## config.mk

```make
export PLATFORM = sky130hd
export DESIGN_NAME = lfsr_xnor_long
export DESIGN_NICKNAME = d
export VERILOG_FILES = /design/src/rtl/lfsr_xnor_pkg.sv /design/src/rtl/lfsr_op_decode.sv /design/src/rtl/lfsr_seed_guard.sv /design/src/rtl/lfsr_fb_xnor.sv /design/src/rtl/lfsr_stage_bank.sv /design/src/rtl/lfsr_xnor_long.sv
export SDC_FILE = /design/constraint.sdc
export NUM_CORES = 1
export LEC_CHECK = 0
export BUFFER_PORTS_ARGS = -buffer_cell sky130_fd_sc_hd__buf_2
export CORE_MARGIN = 1
export CORE_UTILIZATION = 46
export CTS_CLUSTER_SIZE = 10
export DETAILED_ROUTE_END_ITERATION = 16
export HOLD_SLACK_MARGIN = 0.05
export PLACE_DENSITY = 0.77
export SETUP_SLACK_MARGIN = 0.15
export SYNTH_ARGS = -nofsm -noshare
export SYNTH_HDL_FRONTEND = slang
export SYNTH_SLANG_ARGS = --single-unit
```

## constraint.sdc

```tcl
create_clock -name clk -period 2.45 [get_ports clk]
set_clock_uncertainty 0.2 [all_clocks]
set_input_delay 0.3675 -clock clk [delete_from_list [all_inputs] [get_ports clk]]
set_output_delay 0.3675 -clock clk [all_outputs]
set_load 0.01 [all_outputs]
```

## src/rtl/lfsr_xnor_pkg.sv

```systemverilog
package lfsr_xnor_pkg;

   // Per-cycle action chosen for every stage of the register.
   typedef enum logic [1:0] {
      OP_HOLD  = 2'd0,
      OP_SHIFT = 2'd1,
      OP_LOAD  = 2'd2,
      OP_CLEAR = 2'd3
   } lfsr_op_e;

   // second feedback stage (numbered 1..n) for each supported length.
   // An unsupported length returns 0, which the top rejects.
   function automatic int tap_of(input int n);
      case (n)
         65:      return 47;
         68:      return 59;
         71:      return 65;
         default: return 0;
      endcase
   endfunction

endpackage

```

## src/rtl/lfsr_op_decode.sv

```systemverilog
module lfsr_op_decode
   import lfsr_xnor_pkg::*;
(
   input  logic     rst,
   input  logic     load,
   input  logic     en,
   output lfsr_op_e op
);

   // Priority order: reset, then seed load, then step, else hold.
   always_comb begin
      if (rst)
         op = OP_CLEAR;
      else if (load)
         op = OP_LOAD;
      else if (en)
         op = OP_SHIFT;
      else
         op = OP_HOLD;
   end

endmodule

```

## src/rtl/lfsr_seed_guard.sv

```systemverilog
module lfsr_seed_guard #(
   parameter int LEN = 65
) (
   input  logic [LEN-1:0] seed_in,
   output logic [LEN-1:0] seed_safe
);

   logic dead_seed;

   // The all-ones word can never leave itself under XNOR feedback.
   assign dead_seed = &seed_in;
   assign seed_safe = dead_seed ? '0 : seed_in;

endmodule

```

## src/rtl/lfsr_fb_xnor.sv

```systemverilog
module lfsr_fb_xnor (
   input  logic last_stage,
   input  logic tap_stage,
   output logic fb
);

   assign fb = ~(last_stage ^ tap_stage);

endmodule

```

## src/rtl/lfsr_stage_bank.sv

```systemverilog
module lfsr_stage_bank
   import lfsr_xnor_pkg::*;
#(
   parameter int LEN = 65
) (
   input  logic           clk,
   input  lfsr_op_e       op,
   input  logic           fb,
   input  logic [LEN-1:0] seed_safe,
   output logic [LEN-1:0] q
);

   // One flop per stage. Stage 1 (bit 0) takes the feedback when
   // shifting; every other stage takes its lower neighbour.
   for (genvar i = 0; i < LEN; i++) begin : g_stage
      logic shift_src;

      if (i == 0) begin : g_head
         assign shift_src = fb;
      end else begin : g_body
         assign shift_src = q[i-1];
      end

      always_ff @(posedge clk) begin
         case (op)
            OP_CLEAR: q[i] <= 1'b0;
            OP_LOAD:  q[i] <= seed_safe[i];
            OP_SHIFT: q[i] <= shift_src;
            default:  q[i] <= q[i];
         endcase
      end
   end

endmodule

```

## src/rtl/lfsr_xnor_long.sv

```systemverilog
module lfsr_xnor_long
   import lfsr_xnor_pkg::*;
#(
   parameter int LEN = 65
) (
   input  logic           clk,
   input  logic           rst,
   input  logic           en,
   input  logic           load,
   input  logic [LEN-1:0] seed,
   output logic           dout,
   output logic [LEN-1:0] state
);

   localparam int TAP     = tap_of(LEN);
   localparam int TAP_IDX = (TAP > 0) ? TAP - 1 : 0;

   // only the lengths with a known maximal tap are accepted.
   if (TAP == 0) begin : g_bad_len
      $error("lfsr_xnor_long: LEN=%0d has no maximal XNOR tap (use 65, 68 or 71)", LEN);
   end

   lfsr_op_e       op;
   logic           fb;
   logic [LEN-1:0] seed_safe;
   logic [LEN-1:0] state_q;

   lfsr_op_decode u_dec (
      .rst  (rst),
      .load (load),
      .en   (en),
      .op   (op)
   );

   lfsr_seed_guard #(.LEN(LEN)) u_guard (
      .seed_in   (seed),
      .seed_safe (seed_safe)
   );

   lfsr_fb_xnor u_fb (
      .last_stage (state_q[LEN-1]),
      .tap_stage  (state_q[TAP_IDX]),
      .fb         (fb)
   );

   lfsr_stage_bank #(.LEN(LEN)) u_bank (
      .clk       (clk),
      .op        (op),
      .fb        (fb),
      .seed_safe (seed_safe),
      .q         (state_q)
   );

   assign state = state_q;
   assign dout  = state_q[LEN-1];

endmodule

```

==> metrics.cfg, run 1 <==
[logic_synthesis]
synth_top_family_by_area = compound AO/OA/AOI/OAI gates
yosys.area.top_type = edfxtp_1
synth-seq-cells = 65
synth-xor-area-share_pct = 0.2171
synthDistinctLibCells = 23
syn-num-nets = 465
synthesis.area_mm2 = 0.004035
synth_mux_area_share_pct = 0
yosysTopAreaCellShare_pct = 48.37
synth_edf_count = 65
synth_compound_area_share_pct = 23.07
synth.avg_cell_area_um2 = 10.27
seq_area_frac_synth_pct = 48.37
synthTopCellsByArea = edfxtp_1 (48%), a32oi_1 (14%), buf_4 (12%)
ys_dominant_reg_cell = edfxtp_1
synth_warnings = 0
synth_simple_gate_area_share_pct = 9.922
syn_inst = 393
synthAdderAreaFrac_pct = 0.9302
ys_async_sr_fraction_pct = 0

[global_route]
met2_usage_pct = 33.21
grt_start_max_net_pins = 92
use_met3_pct = 3.509
grt_use_met1_pct = 30.17
grt_pass1_wl_mm = 14.71
grt_pass1_vias = 2841
overflow = 0
grt-busiest-layer = met2
antenna_found_initial = 0
track_usage_pct = 21.42

[detailed_routing]
drt_first_pass_iters = 5
via_per_inst = 5.962
ant_nets = 0
first_iter_violations = 244
vias = 3315
wire_per_inst_um = 17.96
drcViolationCount = 0
wirelength_mm = 9.984

[cts]
post_cts_buffers = 0
cts_num_sinks = 65
ctsResizeCount = 0
clk_latency_ps = 330
htreeDepth = 3
cts_buffers = 9
max-clock-path-buffers = 2
clk_pin_slew_ps = 70
cts_root_buffer = clkbuf_8
cts_tree = yes
hold_buffers = 0

[sta]
period_needed_ps = 1951
finalSetupViolCount = 0
rsz0062_at_grt = false
maxSlewViolCount = 0
finalSetupTns_ps = 0
fin_crit_sh_pct = 79.64
slew_headroom_pct = 61.10
fmaxAchievable_mhz = 512.5
fin_ws_ps = 498.8
finalHoldViolations = 0
tightestPinTransition_ps = 582.6

[placed_design]
io_buffer_count = 134
place_hpwl_mm = 6.615
place.gp.congestion = 0.7818
post-place-ws_ps = 107.0

[min_path]
hold_class = in2reg
worstHoldEndpoint = u_bank.g_stage[56].shift_src
worstHoldStart = seed[55]
hold_depth = 3

[critical_path]
cp_max_fo = 91
worstSetupPathType = in2reg
rr_startpoint = u_bank.g_stage[47].shift_src
worstPathArrival_ps = 1910
startpoint_type = input pin
rrSetupSlack_ps = 1150
reg2regPathDepth = 3
end_kind = register
r2r_end = u_bank.g_stage[1].shift_src
required_ps = 2410

[cells_and_area]
final_nets = 518
diodes = 0
layout_commonest_cell = buf_2
drive_gt1_share_pct = 37.92
mostFrequentLayoutCells = buf_2 (134), nand2_1 (66), edfxtp_1 (65)
area_delta_synth_final_pct = 11.38

[power]
switchingPower_uw = 733.4
power.density_mw_per_mm2 = 604.1
pwr-share-clk_pct = 32.0
worst_ir_drop_vdd_uv = 223.6
swShare_pct = 27.01
seqPwrFrac_pct = 51.7
p_int_uw = 1981
p_comb_share_pct = 16.2
p_leak_uw = 0.001811
p_total_uw = 2715

[floorplan]
start_util_pct = 48.38
coreArea_mm2 = 0.008341
io_pins = 135
die_area_mm2 = 0.009151
rows = 33
fp.dieW_um = 95.66
die_h_um = 95.66

[job]
drv_cap = 0

[run_status]
status = finished, final reports clean

[worst max-delay path: stages]
cell and delay [ps]:
buf_2 100, or2_4 260, inv_4 70, ha_1 280, nor2b_4 170, buf_12 310
a32oi_1 160, o21ai_0 120
[flip-flops by register name, indices dropped and copies added (netlist names)]
signal,cells
u_bank.g_stage.shift_src,64
u_bank.q,1
[cells by family (layout without fill, tap and decap cells)]
group                      count (synthesis)  after routing
adders and majority gates                  3              3
and+or+nand+nor                           90             90
AOI/OAI and AO/OA                        130            130
buffers and inverters                    104            162
xor gates and xnor gates                   1              1
DFF                                       65             65
[power groups by stage]
stage / Clock [uW] / Sequential, uW / Combinational, uW
floorplan: 0 / 1400 / 344
global placement: 0 / 1420 / 430
detailed placement: 0 / 1420 / 440
CTS: 889 / 1400 / 441
global route: 930 / 1420 / 483
finish: 870 / 1400 / 440
[synthesized netlist by cell type (2+ instances only)]
master / instances
clkbuf_1: 19
edfxtp_1: 65
nand4_1: 16
buf_1: 3
o21ai_1: 9
nand2_1: 66
inv_1: 4
buf_4: 65
buf_2: 5
nor4_1: 4
o21ai_2: 10
buf_8: 5
o21ai_0: 46
ha_1: 3
nor2b_1: 2
a32oi_1: 64
[worst max-delay path by stage]
stage | slack (ps) | start | endpoint
finish | 500 | rst | u_bank.g_stage[12].shift_src
global route | 400 | rst | u_bank.g_stage[40].shift_src
CTS | 470 | seed[31] | u_bank.g_stage[40].shift_src
detailed placement | 110 | seed[31] | u_bank.g_stage[40].shift_src
global placement | 150 | seed[31] | u_bank.g_stage[40].shift_src
floorplan | 130 | rst | u_bank.g_stage[10].shift_src
[metrics by stage]
| stage | hold WS, ps | area [um^2] | utilization [%] | cells |
|---|---|---|---|---|
| floorplan | 323.3 | 4056 | - | 393 |
| global placement | 338.4 | 4315 | 51.74 | 540 |
| detailed placement | 349.6 | 4315 | 51.74 | 540 |
| CTS | 166.0 | 4494 | 53.89 | 556 |
| global route | 184.0 | 4494 | 53.89 | 556 |
| finish | 182.4 | 4494 | 53.89 | 556 |
[area by class of cell]
class | count | area [um^2]
fillers | 767 | 3846
clock buffers | 12 | 135.1
well taps | 105 | 131.4
inverters | 5 | 25.02
repair buffers | 141 | 798.3
multi-input cells | 224 | 1409
flip-flops and latches | 65 | 1952
clock inverters | 4 | 43.79
[routing by layer]
layer	part of all wire (%)	vias to the layer above
li1	-	1556
met1	43	1571
met2	48	174
met3	8.0	14
met4	1.7	0
met5	0	-
(Power assumes the default switching activity.)
==> run 2, diff against run 1 <==
- ABC_AREA: unset -> 1
- CORE_UTILIZATION: 46 -> 47
- PLACE_DENSITY: 0.77 -> 0.78
- clock period: 2.45 -> 1.7 ns (I/O delays scaled with it)
==> run 2 against run 1 <==
Against the previous run: sequential power rose by 40%; critical path depth decreased by 1; die area up 2.1%; global-route usage decreased by 0.45 points; final cell count increased by 35%; area after synthesis grew 4.4%; critical path type unchanged; largest power group unchanged; worst setup slack worse by 300 ps.
==> metrics.cfg, run 2 <==
[logic_synthesis]
ys_top_cells_by_count = nand2_1 (236), inv_1 (69), a21oi_1 (65), buf_4 (65), edfxtp_1 (65)
seq_area_frac_synth_pct = 46.35
synth_warnings = 0
syn_inst = 557
yosysTopAreaCellShare_pct = 46.35
synth.avg_cell_area_um2 = 7.561
synthTopCellsByArea = edfxtp_1 (46%), nand2_1 (21%), buf_4 (12%)
ys_async_sr_fraction_pct = 0
yosysMostFrequentCell = nand2_1
synth_edf_count = 65
syn-num-nets = 629
yosys.area.top_type = edfxtp_1
synthDistinctLibCells = 15
synth-seq-cells = 65
synthesis.area_mm2 = 0.004212
ys_dominant_reg_cell = edfxtp_1

[cells_and_area]
mostFrequentLayoutCells = nand2_1 (235), buf_2 (134), inv_1 (66)
final_area_mm2 = 0.005080
final_core_util_pct = 58.54
final_nets = 713
area_delta_synth_final_pct = 20.62
drive_gt1_share_pct = 30.08
diodes = 0
layout_commonest_cell = nand2_1
largest_reg_flops = 64

[sta]
tightestPinTransition_ps = 215.1
period_needed_ps = 1506
rsz0062_at_grt = true
finalHoldViolations = 0
slew_headroom_pct = 85.63
maxSlewViolCount = 0
fin_crit_sh_pct = 88.58
finalSetupViolCount = 0
fmaxAchievable_mhz = 664.1

[placed_design]
place.gp.congestion = 0.8337
place_area_mm2 = 0.004770
place_hpwl_mm = 6.918
io_buffer_count = 134

[detailed_routing]
drt_first_pass_iters = 5
via_per_inst = 4.819
vias = 3629
ant_nets = 0
wirelength_mm = 9.872
wire_per_inst_um = 13.11
first_iter_violations = 193
drcViolationCount = 0

[cts]
clk_pin_slew_ps = 80
cts_tree = yes
cts_buffers = 9
max-clock-path-buffers = 2
cts_root_buffer = clkbuf_8
cts_num_sinks = 65
htreeDepth = 3
clk_latency_ps = 340
hold_buffers = 0

[global_route]
overflow = 0
track_usage_pct = 20.97
antenna_found_initial = 0
grt_pass1_wl_mm = 15.78
grt_start_max_net_pins = 38
grt_pass1_vias = 3337

[run_status]
status = finished, final reports clean

[critical_path]
crit_family = buffers and inverters
path_cells = buf_2, inv_12, a21oi_4, inv_1, ha_4, buf_12, a21oi_1
startpoint_type = input pin
cp_slowest_cell = ha_4
required_ps = 1580
cp_num_buf_inv = 4
slowest_delay_ps = 340
worstSetupPathType = in2reg
end_kind = register
worstPathArrival_ps = 1390
cp_max_fo = 28

[power]
power.density_mw_per_mm2 = 805.6
p_leak_uw = 0.002694
worst_ir_drop_vdd_uv = 491.6

[floorplan]
start_util_pct = 48.53
die_h_um = 96.66
die_area_mm2 = 0.009343
coreArea_mm2 = 0.008678
io_pins = 135
rows = 34
fp.dieW_um = 96.66

[min_path]
hold_class = in2reg

[job]
drv_cap = 0

run 2: changes by cell type after synthesis, sizes merged, moves of 2 or more:
cell / before / now
inv: 5 / 69
nor2: 0 / 24
a21oi: 0 / 65
nor2b: 2 / 0
a32oi: 64 / 0
nand2: 66 / 237
o21ai: 65 / 1
nand4: 16 / 0
clkbuf: 20 / 15
nor4: 4 / 0
buf: 79 / 77
run 2: what timing repair did:
item                                    4_1_cts  5_1_grt
cloned                                        1        1
endpoints found under the setup margin       64       65
gates resized for setup                       6        5
pin swaps                                     4        4
buffers inserted                              1        0
run 2: worst paths after layout:
path / start / to / slack [ps] / cells after the start
worst max-delay path: load / u_bank.g_stage[32].shift_src / 190 / 7
worst min-delay path: seed[38] / u_bank.g_stage[39].shift_src / 140 / 5
worst max register to register: u_bank.g_stage[47].shift_src / u_bank.g_stage[1].shift_src / 410 / 4
worst min register to register: u_bank.g_stage[49].shift_src / u_bank.g_stage[50].shift_src / 430 / 2
run 2: final cells by class:
type / instances / area [um^2]
Clock buffer: 9 / 123.9
Clock inverter: 6 / 83.83
Fill cell: 808 / 3598
Inverter: 69 / 275.3
Multi-Input combinational cell: 331 / 1444
Sequential cell: 65 / 1952
Tap cell: 108 / 135.1
Timing Repair Buffer: 165 / 1066
run 2: cell families after synthesis:
| kind of cell | after synthesis | share of synthesized area (%) |
|---|---|---|
| and+or+nand+nor | 261 | 23.50 |
| AOI/OAI and AO/OA | 67 | 8.021 |
| buffers and inverters | 161 | 21.24 |
| DFF | 65 | 46.35 |
| adders and majority gates | 3 | 0.8914 |
run 2: per-layer routing:
| layer | track usage (%) | wire length, um | part of all wire [%] |
|---|---|---|---|
| met5 | 0 | 0 | 0 |
| met1 | 26.93 | 4154 | 42 |
| met4 | 7.922 | 157 | 1.6 |
| met3 | 3.107 | 544 | 5.5 |
| met2 | 35.75 | 5016 | 51 |
run 2: power breakdown:
part | total [uW] | switching, uW | internal, uW
sequential | 1960 | 66.3 | 1890
clock | 1410 | 602 | 810
combinational | 723 | 405 | 318
run 2: stage by stage:
| stage | hold slack (ps) | power, uW | TNS [ps] | setup WS, ps | instances |
|---|---|---|---|---|---|
| after floorplan | 377.2 | 2507 | -26040 | -400.6 | 557 |
| after global placement | 401.3 | 2666 | -18120 | -276.5 | 735 |
| after detailed placement | 418.8 | 2688 | -22390 | -317.4 | 735 |
| after CTS | 124.2 | 4096 | 0 | 169.8 | 752 |
| after global routing | 167.4 | 4267 | 0 | 124.6 | 753 |
| final | 142.2 | 4092 | 0 | 194.1 | 753 |
run 2: worst reg2reg max path: stages, from the launching register on:
cell      delay, ps
edfxtp_1        450
nand2_1          90
inv_1            30
o21ai_0         160
a21oi_1         100
